--- src/rtl/ems_map_pkg.sv ---
package ems_map_pkg;

    typedef enum logic [1:0] {
        WIN_IDLE   = 2'd0,
        WIN_BASE_A = 2'd1,
        WIN_BASE_B = 2'd2
    } win_state_t;

    typedef enum logic [1:0] {
        PORT_LO   = 2'd0,
        PORT_HI   = 2'd1,
        PORT_PTR  = 2'd2,
        PORT_NONE = 2'd3
    } port_t;

    localparam logic [7:0] LO_RESET  = 8'hFF;
    localparam logic [7:0] HI_RESET  = 8'h03;
    localparam logic [7:0] IDLE_BYTE = 8'hFF;

endpackage

--- src/rtl/ems_win_fsm.sv ---
module ems_win_fsm
    import ems_map_pkg::*;
#(
    parameter int          AW        = 16,
    parameter logic [15:0] IO_BASE_A = 16'h0208,
    parameter logic [15:0] IO_BASE_B = 16'h0218
) (
    input  logic          clk,
    input  logic          rst_n,
    input  logic          io_en,
    input  logic          io_sel,
    input  logic [AW-1:0] io_addr,
    output port_t         port_sel
);
    localparam logic [AW-1:0] N_PORTS = AW'(3);
    localparam logic [AW-1:0] BASE_A  = AW'(IO_BASE_A);
    localparam logic [AW-1:0] BASE_B  = AW'(IO_BASE_B);

    win_state_t      state_q, state_d;
    logic [AW-1:0]   base_v;
    logic [AW-1:0]   offset;
    logic            active;

    // state register
    always_ff @(posedge clk or negedge rst_n) begin
        if (!rst_n) state_q <= WIN_IDLE;
        else        state_q <= state_d;
    end

    // transitions: enable-to-A/B, swap, disable-to-idle, hold
    always_comb begin
        state_d = state_q;
        unique case (state_q)
            WIN_IDLE: begin
                if (io_en) state_d = io_sel ? WIN_BASE_B : WIN_BASE_A;
            end
            WIN_BASE_A: begin
                if (!io_en)     state_d = WIN_IDLE;
                else if (io_sel) state_d = WIN_BASE_B;
            end
            WIN_BASE_B: begin
                if (!io_en)      state_d = WIN_IDLE;
                else if (!io_sel) state_d = WIN_BASE_A;
            end
            default: state_d = WIN_IDLE;
        endcase
    end

    // outputs from the current state
    always_comb begin
        base_v = BASE_A;
        active = 1'b0;
        unique case (state_q)
            WIN_IDLE:   begin base_v = BASE_A; active = 1'b0; end
            WIN_BASE_A: begin base_v = BASE_A; active = 1'b1; end
            WIN_BASE_B: begin base_v = BASE_B; active = 1'b1; end
            default:    begin base_v = BASE_A; active = 1'b0; end
        endcase
        offset   = io_addr - base_v;
        port_sel = PORT_NONE;
        if (active && (offset < N_PORTS)) port_sel = port_t'(offset[1:0]);
    end

    // a disabled window leaves the machine idle on the next cycle
    p_disable_idle_r1: assert property (@(posedge clk) disable iff (!rst_n)
        !io_en |=> (state_q == WIN_IDLE));

    // base follows the select input one cycle later
    p_base_follow_r1: assert property (@(posedge clk) disable iff (!rst_n)
        (io_en && io_sel) |=> (state_q == WIN_BASE_B));

endmodule

--- src/rtl/ems_page_file.sv ---
module ems_page_file
    import ems_map_pkg::*;
#(
    parameter int N_WIN  = 32,
    parameter int BANK_W = 10
) (
    input  logic              clk,
    input  logic              rst_n,
    input  logic              wr_lo,
    input  logic              wr_hi,
    input  logic              wr_ptr,
    input  logic [7:0]        wdata,
    output logic [7:0]        ptr,
    output logic [7:0]        sel_lo,
    output logic [7:0]        sel_hi,
    output logic              pg_en    [N_WIN],
    output logic [BANK_W-1:0] pg_frame [N_WIN]
);
    localparam int IDX_W = $clog2(N_WIN);
    localparam int HI_FW = BANK_W - 8;

    logic [7:0]       lo_q [N_WIN];
    logic [7:0]       hi_q [N_WIN];
    logic [7:0]       ptr_q;
    logic [IDX_W-1:0] idx;

    assign idx = ptr_q[IDX_W-1:0];

    for (genvar i = 0; i < N_WIN; i++) begin : g_page
        always_ff @(posedge clk or negedge rst_n) begin
            if (!rst_n) begin
                lo_q[i] <= LO_RESET;
                hi_q[i] <= HI_RESET;
            end else begin
                if (wr_lo && (idx == IDX_W'(i))) lo_q[i] <= wdata;
                if (wr_hi && (idx == IDX_W'(i))) hi_q[i] <= wdata;
            end
        end
        assign pg_en[i]    = hi_q[i][7];
        assign pg_frame[i] = {hi_q[i][HI_FW-1:0], lo_q[i]};
    end

    // pointer: direct load, or step after a high-byte write in auto mode
    always_ff @(posedge clk or negedge rst_n) begin
        if (!rst_n)                  ptr_q <= 8'h00;
        else if (wr_ptr)             ptr_q <= wdata;
        else if (wr_hi && ptr_q[7])  ptr_q <= {ptr_q[7:IDX_W], idx + 1'b1};
    end

    assign ptr    = ptr_q;
    assign sel_lo = lo_q[idx];
    assign sel_hi = hi_q[idx];

    // auto-increment wraps in the index field and keeps the top bits
    p_autoinc_r4: assert property (@(posedge clk) disable iff (!rst_n)
        (wr_hi && !wr_ptr && ptr_q[7]) |=>
        ((ptr_q[IDX_W-1:0] == ($past(ptr_q[IDX_W-1:0]) + 1'b1)) &&
         (ptr_q[7:IDX_W] == $past(ptr_q[7:IDX_W]))));

    // pointer only moves on a pointer write or an auto-step
    p_ptr_hold_r3: assert property (@(posedge clk) disable iff (!rst_n)
        (!wr_ptr && !(wr_hi && ptr_q[7])) |=> $stable(ptr_q));

endmodule

--- src/rtl/ems_xlate.sv ---
module ems_xlate #(
    parameter int N_WIN      = 32,
    parameter int BANK_W     = 10,
    parameter int PAGE_SHIFT = 14,
    parameter int CPU_AW     = 20,
    parameter int LO_FIRST   = 16,
    parameter int LO_COUNT   = 24,
    parameter int HI_FIRST   = 52
) (
    input  logic                     clk,
    input  logic                     rst_n,
    input  logic [CPU_AW-1:0]        cpu_addr,
    input  logic                     map_en,
    input  logic                     pg_en    [N_WIN],
    input  logic [BANK_W-1:0]        pg_frame [N_WIN],
    input  logic [BANK_W:0]          mem_pages,
    output logic [BANK_W+PAGE_SHIFT-1:0] phys_addr,
    output logic                     hit,
    output logic                     oob
);
    localparam int PA_W  = BANK_W + PAGE_SHIFT;
    localparam int BLK_W = CPU_AW - PAGE_SHIFT;
    localparam int IDX_W = $clog2(N_WIN);
    localparam logic [BLK_W-1:0] LO_START = BLK_W'(LO_FIRST);
    localparam logic [BLK_W-1:0] LO_END   = BLK_W'(LO_FIRST + LO_COUNT);
    localparam logic [BLK_W-1:0] HI_START = BLK_W'(HI_FIRST);
    localparam logic [BLK_W-1:0] HI_END   = BLK_W'(HI_FIRST + N_WIN - LO_COUNT);
    localparam logic [BLK_W-1:0] HI_SHIFT = BLK_W'(HI_FIRST - LO_COUNT);

    logic [BLK_W-1:0]  blk;
    logic [BLK_W-1:0]  idx_full;
    logic [IDX_W-1:0]  idx;
    logic              in_lo, in_hi;
    logic [BANK_W-1:0] frame;

    always_comb begin
        blk      = cpu_addr[CPU_AW-1:PAGE_SHIFT];
        in_lo    = (blk >= LO_START) && (blk < LO_END);
        in_hi    = (blk >= HI_START) && (blk < HI_END);
        idx_full = in_lo ? (blk - LO_START) : (blk - HI_SHIFT);
        idx      = idx_full[IDX_W-1:0];
        frame    = pg_frame[idx];
        hit      = (in_lo || in_hi) && map_en && pg_en[idx];
        if (hit) phys_addr = {frame, cpu_addr[PAGE_SHIFT-1:0]};
        else     phys_addr = PA_W'(cpu_addr);
        oob      = hit && ({1'b0, frame} >= mem_pages);
    end

    // without a hit the address passes through
    p_pass_r11: assert property (@(posedge clk) disable iff (!rst_n)
        !hit |-> (phys_addr == PA_W'(cpu_addr)) && !oob);

    // no translation while the global enable is low
    p_gate_r8: assert property (@(posedge clk) disable iff (!rst_n)
        !map_en |-> !hit);

    // page offset is never altered
    p_offset_r9: assert property (@(posedge clk) disable iff (!rst_n)
        hit |-> (phys_addr[PAGE_SHIFT-1:0] == cpu_addr[PAGE_SHIFT-1:0]));

endmodule

--- src/rtl/ems_page_mapper.sv ---
module ems_page_mapper
    import ems_map_pkg::*;
#(
    parameter int          N_WIN      = 32,
    parameter int          BANK_W     = 10,
    parameter int          PAGE_SHIFT = 14,
    parameter int          CPU_AW     = 20,
    parameter int          IO_AW      = 16,
    parameter logic [15:0] IO_BASE_A  = 16'h0208,
    parameter logic [15:0] IO_BASE_B  = 16'h0218,
    parameter int          LO_FIRST   = 16,
    parameter int          LO_COUNT   = 24,
    parameter int          HI_FIRST   = 52
) (
    input  logic                         clk,
    input  logic                         rst_n,
    input  logic                         ctl_map_en,
    input  logic                         ctl_io_en,
    input  logic                         ctl_io_sel,
    input  logic [IO_AW-1:0]             io_addr,
    input  logic                         io_wr,
    input  logic                         io_rd,
    input  logic [7:0]                   io_wdata,
    output logic [7:0]                   io_rdata,
    input  logic [CPU_AW-1:0]            cpu_addr,
    input  logic [BANK_W:0]              mem_pages,
    output logic [BANK_W+PAGE_SHIFT-1:0] phys_addr,
    output logic                         map_hit,
    output logic                         map_oob
);
    port_t             port_sel;
    logic              wr_lo, wr_hi, wr_ptr;
    logic [7:0]        ptr, sel_lo, sel_hi;
    logic              pg_en    [N_WIN];
    logic [BANK_W-1:0] pg_frame [N_WIN];

    ems_win_fsm #(
        .AW(IO_AW), .IO_BASE_A(IO_BASE_A), .IO_BASE_B(IO_BASE_B)
    ) u_fsm (
        .clk(clk), .rst_n(rst_n), .io_en(ctl_io_en), .io_sel(ctl_io_sel),
        .io_addr(io_addr), .port_sel(port_sel)
    );

    assign wr_lo  = io_wr && (port_sel == PORT_LO);
    assign wr_hi  = io_wr && (port_sel == PORT_HI);
    assign wr_ptr = io_wr && (port_sel == PORT_PTR);

    ems_page_file #(.N_WIN(N_WIN), .BANK_W(BANK_W)) u_pages (
        .clk(clk), .rst_n(rst_n), .wr_lo(wr_lo), .wr_hi(wr_hi), .wr_ptr(wr_ptr),
        .wdata(io_wdata), .ptr(ptr), .sel_lo(sel_lo), .sel_hi(sel_hi),
        .pg_en(pg_en), .pg_frame(pg_frame)
    );

    always_comb begin
        io_rdata = IDLE_BYTE;
        if (io_rd) begin
            unique case (port_sel)
                PORT_LO:   io_rdata = sel_lo;
                PORT_HI:   io_rdata = sel_hi;
                PORT_PTR:  io_rdata = ptr;
                PORT_NONE: io_rdata = IDLE_BYTE;
                default:   io_rdata = IDLE_BYTE;
            endcase
        end
    end

    ems_xlate #(
        .N_WIN(N_WIN), .BANK_W(BANK_W), .PAGE_SHIFT(PAGE_SHIFT), .CPU_AW(CPU_AW),
        .LO_FIRST(LO_FIRST), .LO_COUNT(LO_COUNT), .HI_FIRST(HI_FIRST)
    ) u_xlate (
        .clk(clk), .rst_n(rst_n), .cpu_addr(cpu_addr), .map_en(ctl_map_en),
        .pg_en(pg_en), .pg_frame(pg_frame), .mem_pages(mem_pages),
        .phys_addr(phys_addr), .hit(map_hit), .oob(map_oob)
    );

    // a pointer written last cycle reads back unchanged
    p_ptr_readback_r2: assert property (@(posedge clk) disable iff (!rst_n)
        ($past(wr_ptr) && io_rd && (port_sel == PORT_PTR) &&
         $past(port_sel == PORT_PTR)) |-> (io_rdata == $past(io_wdata)));

    // out-of-range only on a translated access
    p_oob_hit_r10: assert property (@(posedge clk) disable iff (!rst_n)
        map_oob |-> map_hit);

endmodule

--- config.mk ---
export PLATFORM = sky130hd
export DESIGN_NAME = ems_page_mapper
export DESIGN_NICKNAME = d
export VERILOG_FILES = /design/src/rtl/ems_map_pkg.sv /design/src/rtl/ems_win_fsm.sv /design/src/rtl/ems_page_file.sv /design/src/rtl/ems_xlate.sv /design/src/rtl/ems_page_mapper.sv
export SDC_FILE = /design/constraint.sdc
export NUM_CORES = 1
export LEC_CHECK = 0
export ABC_AREA = 1
export BUFFER_PORTS_ARGS = -buffer_cell sky130_fd_sc_hd__clkbuf_2
export CAP_MARGIN = 40
export CORE_UTILIZATION = 48
export CTS_CLUSTER_DIAMETER = 40
export CTS_CLUSTER_SIZE = 28
export DETAILED_ROUTE_END_ITERATION = 8
export PLACE_DENSITY = 0.63
export RECOVER_POWER = 100
export SYNTH_ARGS = -nofsm -noshare
export SYNTH_HDL_FRONTEND = slang
export SYNTH_SLANG_ARGS = --single-unit
--- constraint.sdc ---
create_clock -name clk -period 8 [get_ports clk]
set_input_delay 2.4 -clock clk [delete_from_list [all_inputs] [get_ports clk]]
set_output_delay 2.4 -clock clk [all_outputs]
set_load 0.005 [all_outputs]
# Word level (Yosys, flattened, before mapping)
# Index checks and enable logic that the tools add are counted.
# W data, S select, Z words.
# totals
register_bits,522
input_bits,62
output_inout_bits,34
wordCells,229
# classes
add_sub_neg,4
order_cmp,8
n_eq_ne,39
n_mux,28
bitwise,2
reduce_logical,81
# ops
op,n
$bmux W8 S5,2
$eq A5 B5 Y1 const B,16
$logic_and A1 B1 Y1,74
$bmux W10 S5,1
$mux W8,6
$eq A5 B4 Y1 const B,8
$pmux W8 S4,1
$mux W24,1
$eq A5 B3 Y1 const B,4
$mux W10,2
$ge A6 B6 Y1 const B,3
$lt A16 B2 Y1 const B,1
$sub A16 B16 Y16,1
$mux W5,3
$mux W2,7
$lt A6 B6 Y1 const B,2
$not A5 Y6,2
$ge A10 B11 Y1,1
$eq A5 B2 Y1 const B,2
$sub A5 B5 Y5 const B,2
$eq A2 B2 Y1 const B,3
$ge A6 B5 Y1 const B,1
$ne A3 B3 Y1 const B,2
$pmux W2 S3,1
12 further kinds,16

# Logic depth before layout (Yosys ltp)
# Gate-level depths: netlist of run 1.
# logic_depth
word_depth,11
mapped_depth,20

# By module
# A second synthesis of run 1 with hierarchy kept.
# hier_totals
cells_unflattened,4400
hier_area_um2,31031.0
# by_module_without_submodules
module,instances,cells_per_inst,area_each_um2,seq_area_each_um2
ems_page_file,1,3371,26093.8,13412.9
ems_xlate,1,891,4242.8,0.0
ems_win_fsm,1,73,426.7,50.0
ems_page_mapper,1,65,267.8,0.0

# Least setup slack after synthesis of run 1
# OpenSTA, ideal clock, no wires.
# synth_timing
kind,input-to-output
from,input port cpu_addr[14]
to,output port map_oob
arrival_time_ns,4.724
required_ns,5.600
setup_slack_ns,0.876
cell_stages,19
path_cell_list,clkbuf_1 clkinv_1 clkbuf_1 buf_1 a21oi_1 o21ai_0 nand3_1 nand3_1 nand2_1 inv_1 o21ai_0 inv_1 ha_1 a21oi_1 o21ai_0 nand2_1 o211ai_1 a311oi_1 nor2_1
# synth_between
elab_chain_cells,9
# synth_lines
item,line,text
"start, declared",ems_page_mapper.sv:25,"input logic [CPU_AW-1:0] cpu_addr,"
$ge A6 B5 Y1 or $lt A6 B6 Y1 (tied branches),ems_xlate.sv:38,in_lo = (blk >= LO_START) && (blk < LO_END);
$logic_and A1 B1 Y1,ems_xlate.sv:38,
$mux W5,ems_xlate.sv:40,idx_full = in_lo ? (blk - LO_START) : (blk - HI_SHIFT);
$not A5 Y6 (not written as such),"ems_xlate.sv:42, ems_xlate.sv:43",
$bmux W10 S5 or $bmux W1 S5 (tied branches),"ems_xlate.sv:42, ems_xlate.sv:43",
$mux W10 (not written as such) or $mux W1 (tied branches) (2 in series),"ems_xlate.sv:42, ems_xlate.sv:43",
$ge A10 B11 Y1 or $logic_and A1 B1 Y1 (tied branches),"ems_xlate.sv:46, ems_xlate.sv:43",
$logic_and A1 B1 Y1 *,ems_xlate.sv:46,"oob = hit && ({1'b0, frame} >= mem_pages);"
"end, declared",ems_page_mapper.sv:29,output logic map_oob
# Every way passes the cells marked *; elsewhere a longest branch is shown, timed or not. The select of a mux whose other input is x is not followed.

# Worst setup path in the final report of run 1
# layout_timing
from,input port cpu_addr[17]
to,output port map_oob
# Same word-level chain as after synthesis.

==> impl_results.md, run 1 <==
* Status: complete, but fails checks
* Violated checks: max-capacitance violations, max-slew violations
* Worst-Skew Late Latency at 0.66 ns
* Share of the synthesized area in the top cell type at 28.1%
* Critical path class: in2out
* Critical path depth in cells at 20
* Drt pass-1 iters at 9
* Post-synth top area cell: dfstp_2
* Global-route wire length before repair at 158 mm
* Req. time, crit path at 5.60 ns
* Register area share after synthesis at 44.9%
* Clock transition at path regs at 0.05 ns
* CTS buffer count at 93
* Antenna viol nets, final at 0
* Final net count at 4103
* CP top delay family: simple AND/OR/NAND/NOR gates
* Pin count of the biggest net entering global routing at 192
* Mux cell area share after synthesis at 0.0376%
* Final Hold Vio Count at 0
* Minimum clock period at 7.73 ns
* Syn avg cell area at 7.33 sq um
* Vias in the first global route at 26000
* Slowest cell delay on critical path at 0.32 ns
* Synth Area in XOR/XNOR at 0.0584%
* Largest family of logic cells by synthesized area: simple AND/OR/NAND/NOR gates
* Reg-to-reg critical path startpoint: u_fsm.state_q[0]$_DFFE_PN0P_
* DIE AREA at 0.0634 sq mm
* Avg WL per Cell at 20.6 um
* GRT Total Usage at 32.2%
* Synth Net Count at 4176
* Post-Syn Area at 0.0300 sq mm
* CP Capture Type: output pin
* Post-synth ARST share at 100%
* Normalized max-slew margin at -188%
* Die Wd at 252 um
* Count leader, synth: nand2_1
* Die extent in y at 252 um
* Port Buffers at 67
* P per Cell Area at 220 mW/mm^2
* Most common cell on crit path: nand2_1
* Worst VDD drop at 0.209 mV
* Warnings, synthesis at 0
* Commonest cells post-synth: nand2_1 (1273), o21ai_0 (552), dfstp_2 (320), a21oi_1 (310), nand3_1 (284)
* TritonCTS clock tree: done
* FF+latch count, synth at 522
* RSZ-0062 raised after global routing: false
* Layout cell share with drive strength beyond 1 at 15.7%
* Initial antenna violation count at 1
* Clk buf depth at 3
* H-tree levels at 3
* Startpoint Class: input port
* Post-Route WL at 102 mm
* Final setup TNS at 0 ns
* GR Overflow Total at 0
* Placement Rows at 91
* Capture point of the worst path: map_oob
* Post-synthesis adder-cell area fraction at 1.07%
* Initial core utilization at 48.6%
* Hold Crit Class: reg2reg
* Post-Place Cells at 4754
* Area contributors post-synth: dfstp_2 (28%), dfrtp_1 (17%), nand2_1 (16%)
* Hold_buf cts at 0
* Vias at 28100
* Origin of the worst setup path: cpu_addr[17]
* DR DRC count at 0
* Synth Instances at 4089
* Root Buffer: clkbuf_16
* Non-Filler Instances at 4931
* Worst Tran Pin Value at 4.32 ns
* Max Fanout on Critical Path at 18
* Initial drt markers at 3272
* Antenna cells at 0
* Tcrit/Tclk final at 96.6%
* Flop-to-flop setup slack at 1.82 ns
* Routability cong. at 0.960
* DP HPWL at 64.7 mm
* Synth cell types at 42
* Bufs and invs on worst path at 4
* Setup violations, final at 0
* Compound-Gate Fraction of Synth Area at 19.7%
* Reg2reg path depth at 14
* Vias per cell at 5.69
* Slew Limit Fails at 332
* Share of synthesized cell area in and, or, nand and nor gates at 25.7%
* Peak Freq at 129 MHz
* Core Region at 0.0617 sq mm
* Crit path DAT at 5.33 ns
* Clk_skew at 0.0232 ns
* Area Growth Syn to Fin at 11.8%
* I/O pins at 96
* Top FF cell, synth: dfstp_2
* Critical-path top delay cell: ha_1
* CTS sink cnt at 522
* Worst reg2reg endpoint: u_pages.pg_frame[147]$_DFFE_PN1P_
* Crit-path cells: clkbuf_2 > inv_1 > nand2_1 > nand2_1 > nand2_1 > nand2_1 > nand2_4 > clkbuf_4 > nand3_1 > nand3_1 > nand3_1 > and2_1 > ha_1 > a21oi_1 > o21ai_0 > nand2_1 > o211ai_1 > a311oi_1 > nor2_1 > clkbuf_2
* Post-synth EDFFs at 0
* Lkg Pwr at 0.0151 uW
* MaxCap Viol Count at 4
-- layer usage --
metal  part of all wire [%]  track usage [%]  up-vias
li1                       -                -    13300
met1                     43             46.1    13200
met2                     44             48.3     1349
met3                    9.2             5.73      223
met4                    3.9             12.7        2
met5                  0.012                0        -
-- worst min path at each step --
| stage | cells past startpoint | to | startpoint | slack (ns) |
|---|---|---|---|---|
| final | 2 | u_pages.pg_frame[259]$_DFFE_PN1P_ | u_pages.pg_frame[259]$_DFFE_PN1P_ | 0.48 |
| after global routing | 2 | u_pages.pg_frame[190]$_DFFE_PN1P_ | u_pages.pg_frame[190]$_DFFE_PN1P_ | 0.49 |
| after global placement | 2 | u_pages.hi_q[106]$_DFFE_PN0P_ | u_pages.hi_q[106]$_DFFE_PN0P_ | 0.46 |
| after floorplan | 2 | u_pages.hi_q[106]$_DFFE_PN0P_ | u_pages.hi_q[106]$_DFFE_PN0P_ | 0.45 |
| after detailed placement | 2 | u_pages.pg_frame[19]$_DFFE_PN1P_ | u_pages.pg_frame[19]$_DFFE_PN1P_ | 0.47 |
| after CTS | 2 | u_pages.pg_frame[19]$_DFFE_PN1P_ | u_pages.pg_frame[19]$_DFFE_PN1P_ | 0.48 |
-- cell families (layout without fill, tap and decap cells) --
logic type | after synthesis | in the layout
and+or+nand+nor | 1798 | 1798
AOI/OAI and AO/OA | 1159 | 1159
buffers and inverters | 582 | 587
DFF | 522 | 522
adders and majority gates | 25 | 25
xor gates and xnor gates | 2 | 2
muxes | 1 | 1
-- flip-flops by register name (all words and copies together) (netlist names) --
| signal | flops |
|---|---|
| u_pages.pg_frame | 320 |
| u_fsm.state_q | 2 |
| u_pages.ptr | 8 |
| u_pages.pg_en | 32 |
| u_pages.hi_q | 160 |
-- through the flow --
stage	worst slack (ns)	power [uW]	hold slack, ns	instance area, sq um	util (%)
after floorplan	0.876	2970	0.448	30000	-
after global placement	0.132	3190	0.461	30500	49.5
after detailed placement	0.173	3190	0.468	30600	49.7
after CTS	0.151	7410	0.475	34000	55.1
after global routing	0.000259	7580	0.490	33500	54.3
final	0.271	7380	0.476	33500	54.3
-- cell usage in the layout (no fill, tap or decap), types with 28 or more instances in the layout --
master,Yosys,routed
clkbuf_16,0,94
inv_1,255,252
o21ai_0,552,725
nand4_1,31,31
nand2_1,1273,1297
o21ai_1,262,100
a21oi_1,310,310
buf_4,25,54
nor2_1,114,139
clkbuf_2,0,57
dfrtp_1,202,200
clkbuf_1,216,28
nand3_1,284,285
dfstp_2,320,320
nor3_1,31,31
-- where the power goes --
group	internal (uW)	leakage [uW]	switching (uW)
logic	139	0.00732	359
clock network	2720	0.00160	1500
registers	2660	0.00614	4.56
-- timing repair --
item                                   4_1_cts  5_1_grt
resized for setup                            0        6
setup endpoints to repair                    0        1
buffers inserted                             0        3
endpoints found under the hold margin        0        0
-- tightest hold or removal path, delay by kind of cell, from the launching register on --
kind | cells | cell delay, ns
compound gates | 1 | 0.06
flops | 1 | 0.36
simple gates | 1 | 0.05
-- cell type report --
| type | count | area (sq um) |
|---|---|---|
| Inverter | 265 | 1010 |
| Clock buffer | 111 | 2500 |
| Fill cell | 6024 | 28200 |
| Tap cell | 837 | 1050 |
| Sequential cell | 522 | 13500 |
| Timing Repair Buffer | 149 | 1100 |
| Clock inverter | 62 | 855 |
| Multi-Input combinational cell | 2985 | 13500 |
(Power assumes the default switching activity.)
==> inputs of run 2 (changes only) <==
REMOVE_ABC_BUFFERS = 1   (was not set)
==> run 2 against run 1 <==
The flow still finishes with violations (max-capacitance violations, max-slew violations). Combinational power fell by 2%. Power rose by 0.86%. Clock skew fell by 0.00075 ns. Hold slack got worse by 0.0031 ns. Cell count barely moved. Cell area rose by 0.19%. Critical path depth rose by 3. Critical path type unchanged.
==> impl_results.md, run 2 (synthesized netlist as in run 1, its figures left out) <==
* Status: complete, but fails checks
* Violated checks: max-capacitance violations, max-slew violations
* Core Region at 0.0617 sq mm (unchanged)
* # Post-CTS Setup Buffers at 0 (unchanged)
* Origin of the worst setup path: cpu_addr[17]
* Slew Limit Fails at 457 (+38%)
* PostCTS Resize Cnt at 0 (unchanged)
* Max Fanout on Critical Path at 15 (-3)
* Startpoint Class: input port
* Normalized max-slew margin at -117% (+71 points)
* H-tree levels at 3 (unchanged)
* Lkg Pwr at 0.0151 uW (+0.38%)
* Antenna cells at 0 (unchanged)
* TritonCTS clock tree: done
* Commonest non-fill, non-tap cell in the layout: nand2_1
* Worst Tran Pin Value at 3.25 ns (-1.07 ns)
* P per Cell Area at 222 mW/mm^2 (+0.67%)
* Vias in the first global route at 26100 (+0.27%)
* Area Growth Syn to Fin at 12.0%
* Post-Route WL at 103 mm (+1.2%)
* Pin count of the biggest net entering global routing at 154 (-20%)
* Final Hold Vio Count at 0 (unchanged)
* Max reg flops at 320 (unchanged)
* Setup violations, final at 0 (unchanged)
* I/O pins at 96 (unchanged)
* Layout cell share with drive strength beyond 1 at 15.6% (-0.11 points)
* Placed Instance Area at 0.0307 sq mm (+0.24%)
* MaxCap Viol Count at 7 (+3)
* Tcrit/Tclk final at 96.6% (about the same)
* Finished Cell Area at 0.0336 sq mm (+0.19%)
* Clk_skew at 0.0224 ns (-0.000753 ns)
* Avg WL per Cell at 20.8 um (+1.1%)
* DR DRC count at 0 (unchanged)
* Most frequent cells in the layout: nand2_1 (1297), o21ai_0 (728), dfstp_2 (320)
* RSZ-0062 raised after global routing: false
* Flop-to-flop setup slack at 2.39 ns (+0.57 ns)
* DIE AREA at 0.0634 sq mm (unchanged)
* Clk buf depth at 3 (unchanged)
* Final net count at 4105 (+0.049%)
* Initial drt markers at 3439 (+5.1%)
* Antenna viol nets, final at 0 (unchanged)
* Clock transition at path regs at 0.06 ns (about the same)
* Die extent in y at 252 um (unchanged)
* Reg-to-reg critical path startpoint: u_fsm.state_q[0]$_DFFE_PN0P_
* Capture point of the worst path: map_oob
* Hold_buf cts at 0 (unchanged)
* GR Overflow Total at 0 (unchanged)
* Initial core utilization at 48.6% (unchanged)
* CP Capture Type: output pin
* Hold WS at 0.473 ns (-0.00310 ns)
* Drt pass-1 iters at 6 (-3)
* Vias at 28000 (-0.27%)
* Placement Rows at 91 (unchanged)
* Worst reg2reg endpoint: u_pages.pg_frame[96]$_DFFE_PN1P_
* Die Wd at 252 um (unchanged)
* Total power at 7440 uW (+0.86%)
* CTS sink cnt at 522 (unchanged)
* Initial antenna violation count at 1 (unchanged)
* DP HPWL at 65.0 mm (+0.47%)
* Vias per cell at 5.67 (-0.35%)
* Port Buffers at 67 (unchanged)
* Routability cong. at 0.940 (-2.1%)
* Crit path DAT at 5.33 ns (about the same)
* Global-route wire length before repair at 159 mm (+0.86%)
* Req. time, crit path at 5.60 ns (about the same)
* Worst-Skew Late Latency at 0.64 ns (-0.02 ns)
* Root Buffer: clkbuf_16
* Reg2reg path depth at 15 (+1)
* Worst VDD drop at 0.182 mV (-13%)
* Peak Freq at 129 MHz (about the same)
* Minimum clock period at 7.73 ns (-0.00121 ns)
* Hold Crit Class: reg2reg
* Critical path class: in2out
* CTS buffer count at 95 (+2.2%)
* GRT Total Usage at 32.5% (+0.32 points)
==> run 2: cell count changes in the layout (fill, tap and decap cells not counted), sizes merged <==
cell | before | now
bufinv | 14 | 15
clkinvlp | 15 | 11
clkinv | 20 | 28
buf | 71 | 70
inv | 278 | 274
clkbuf | 189 | 193
==> run 2: worst min-delay path by stage <==
| stage | slack, ns | startpoint | cells past startpoint | end |
|---|---|---|---|---|
| global placement | 0.46 | u_pages.pg_frame[299]$_DFFE_PN1P_ | 2 | u_pages.pg_frame[299]$_DFFE_PN1P_ |
| global route | 0.49 | u_pages.pg_frame[259]$_DFFE_PN1P_ | 2 | u_pages.pg_frame[259]$_DFFE_PN1P_ |
| CTS | 0.47 | u_pages.pg_frame[178]$_DFFE_PN1P_ | 2 | u_pages.pg_frame[178]$_DFFE_PN1P_ |
| detailed placement | 0.47 | u_pages.pg_frame[178]$_DFFE_PN1P_ | 2 | u_pages.pg_frame[178]$_DFFE_PN1P_ |
| finish | 0.47 | u_pages.pg_frame[219]$_DFFE_PN1P_ | 2 | u_pages.pg_frame[219]$_DFFE_PN1P_ |
| floorplan | 0.45 | u_pages.hi_q[106]$_DFFE_PN0P_ | 2 | u_pages.hi_q[106]$_DFFE_PN0P_ |
==> run 2: worst max-delay path, cell delays in order <==
cell and delay (ns):
clkbuf_1 0.13, inv_1 0.11, nand2_1 0.11, nand2_1 0.06, nand2_1 0.16, nand2_1 0.13, nand2_4 0.22, buf_4 0.27
nand3_1 0.11, nand3_1 0.09, nand2_1 0.07, nand2_1 0.06, o21ai_0 0.13, buf_4 0.21, inv_1 0.05, ha_1 0.23
nand2_1 0.10, nor2_1 0.05, nand2_1 0.06, o211ai_1 0.07, a311oi_1 0.27, nor2_1 0.08, clkbuf_2 0.13
==> run 2: final cells by class <==
type	instances	area [sq um]
Inverter	265	1010
Clock buffer	114	2590
Sequential cell	522	13500
Multi-Input combinational cell	2985	13500
Clock inverter	63	823
Tap cell	837	1050
Fill cell	6102	28100
Timing Repair Buffer	149	1110
==> run 2: per-layer routing <==
layer,GRT usage (%),share of wire [%],vias to the layer above
met3,6.05,8.2,256
met1,45.3,43,13200
met2,49.0,44,1247
met4,15.0,4.6,0
li1,-,-,13300
met5,0,0,-
==> run 2: metrics by stage <==
stage | setup slack, ns | util (%) | setup TNS, ns | cells
global placement | 0.318 | 49.5 | 0 | 4746
finish | 0.273 | 54.4 | 0 | 4935
CTS | 0.281 | 55.3 | 0 | 4934
detailed placement | 0.278 | 49.8 | 0 | 4757
global route | 0.0466 | 54.4 | 0 | 4935
floorplan | -3.46 | - | -374.65 | 3772
==> run 2: where the power goes <==
part           internal [uW]  leakage (uW)  switching (uW)
Combinational            134       0.00732             356
Sequential              2660       0.00614            4.68
Clock                   2810       0.00165            1480
Total                   5600        0.0151            1840
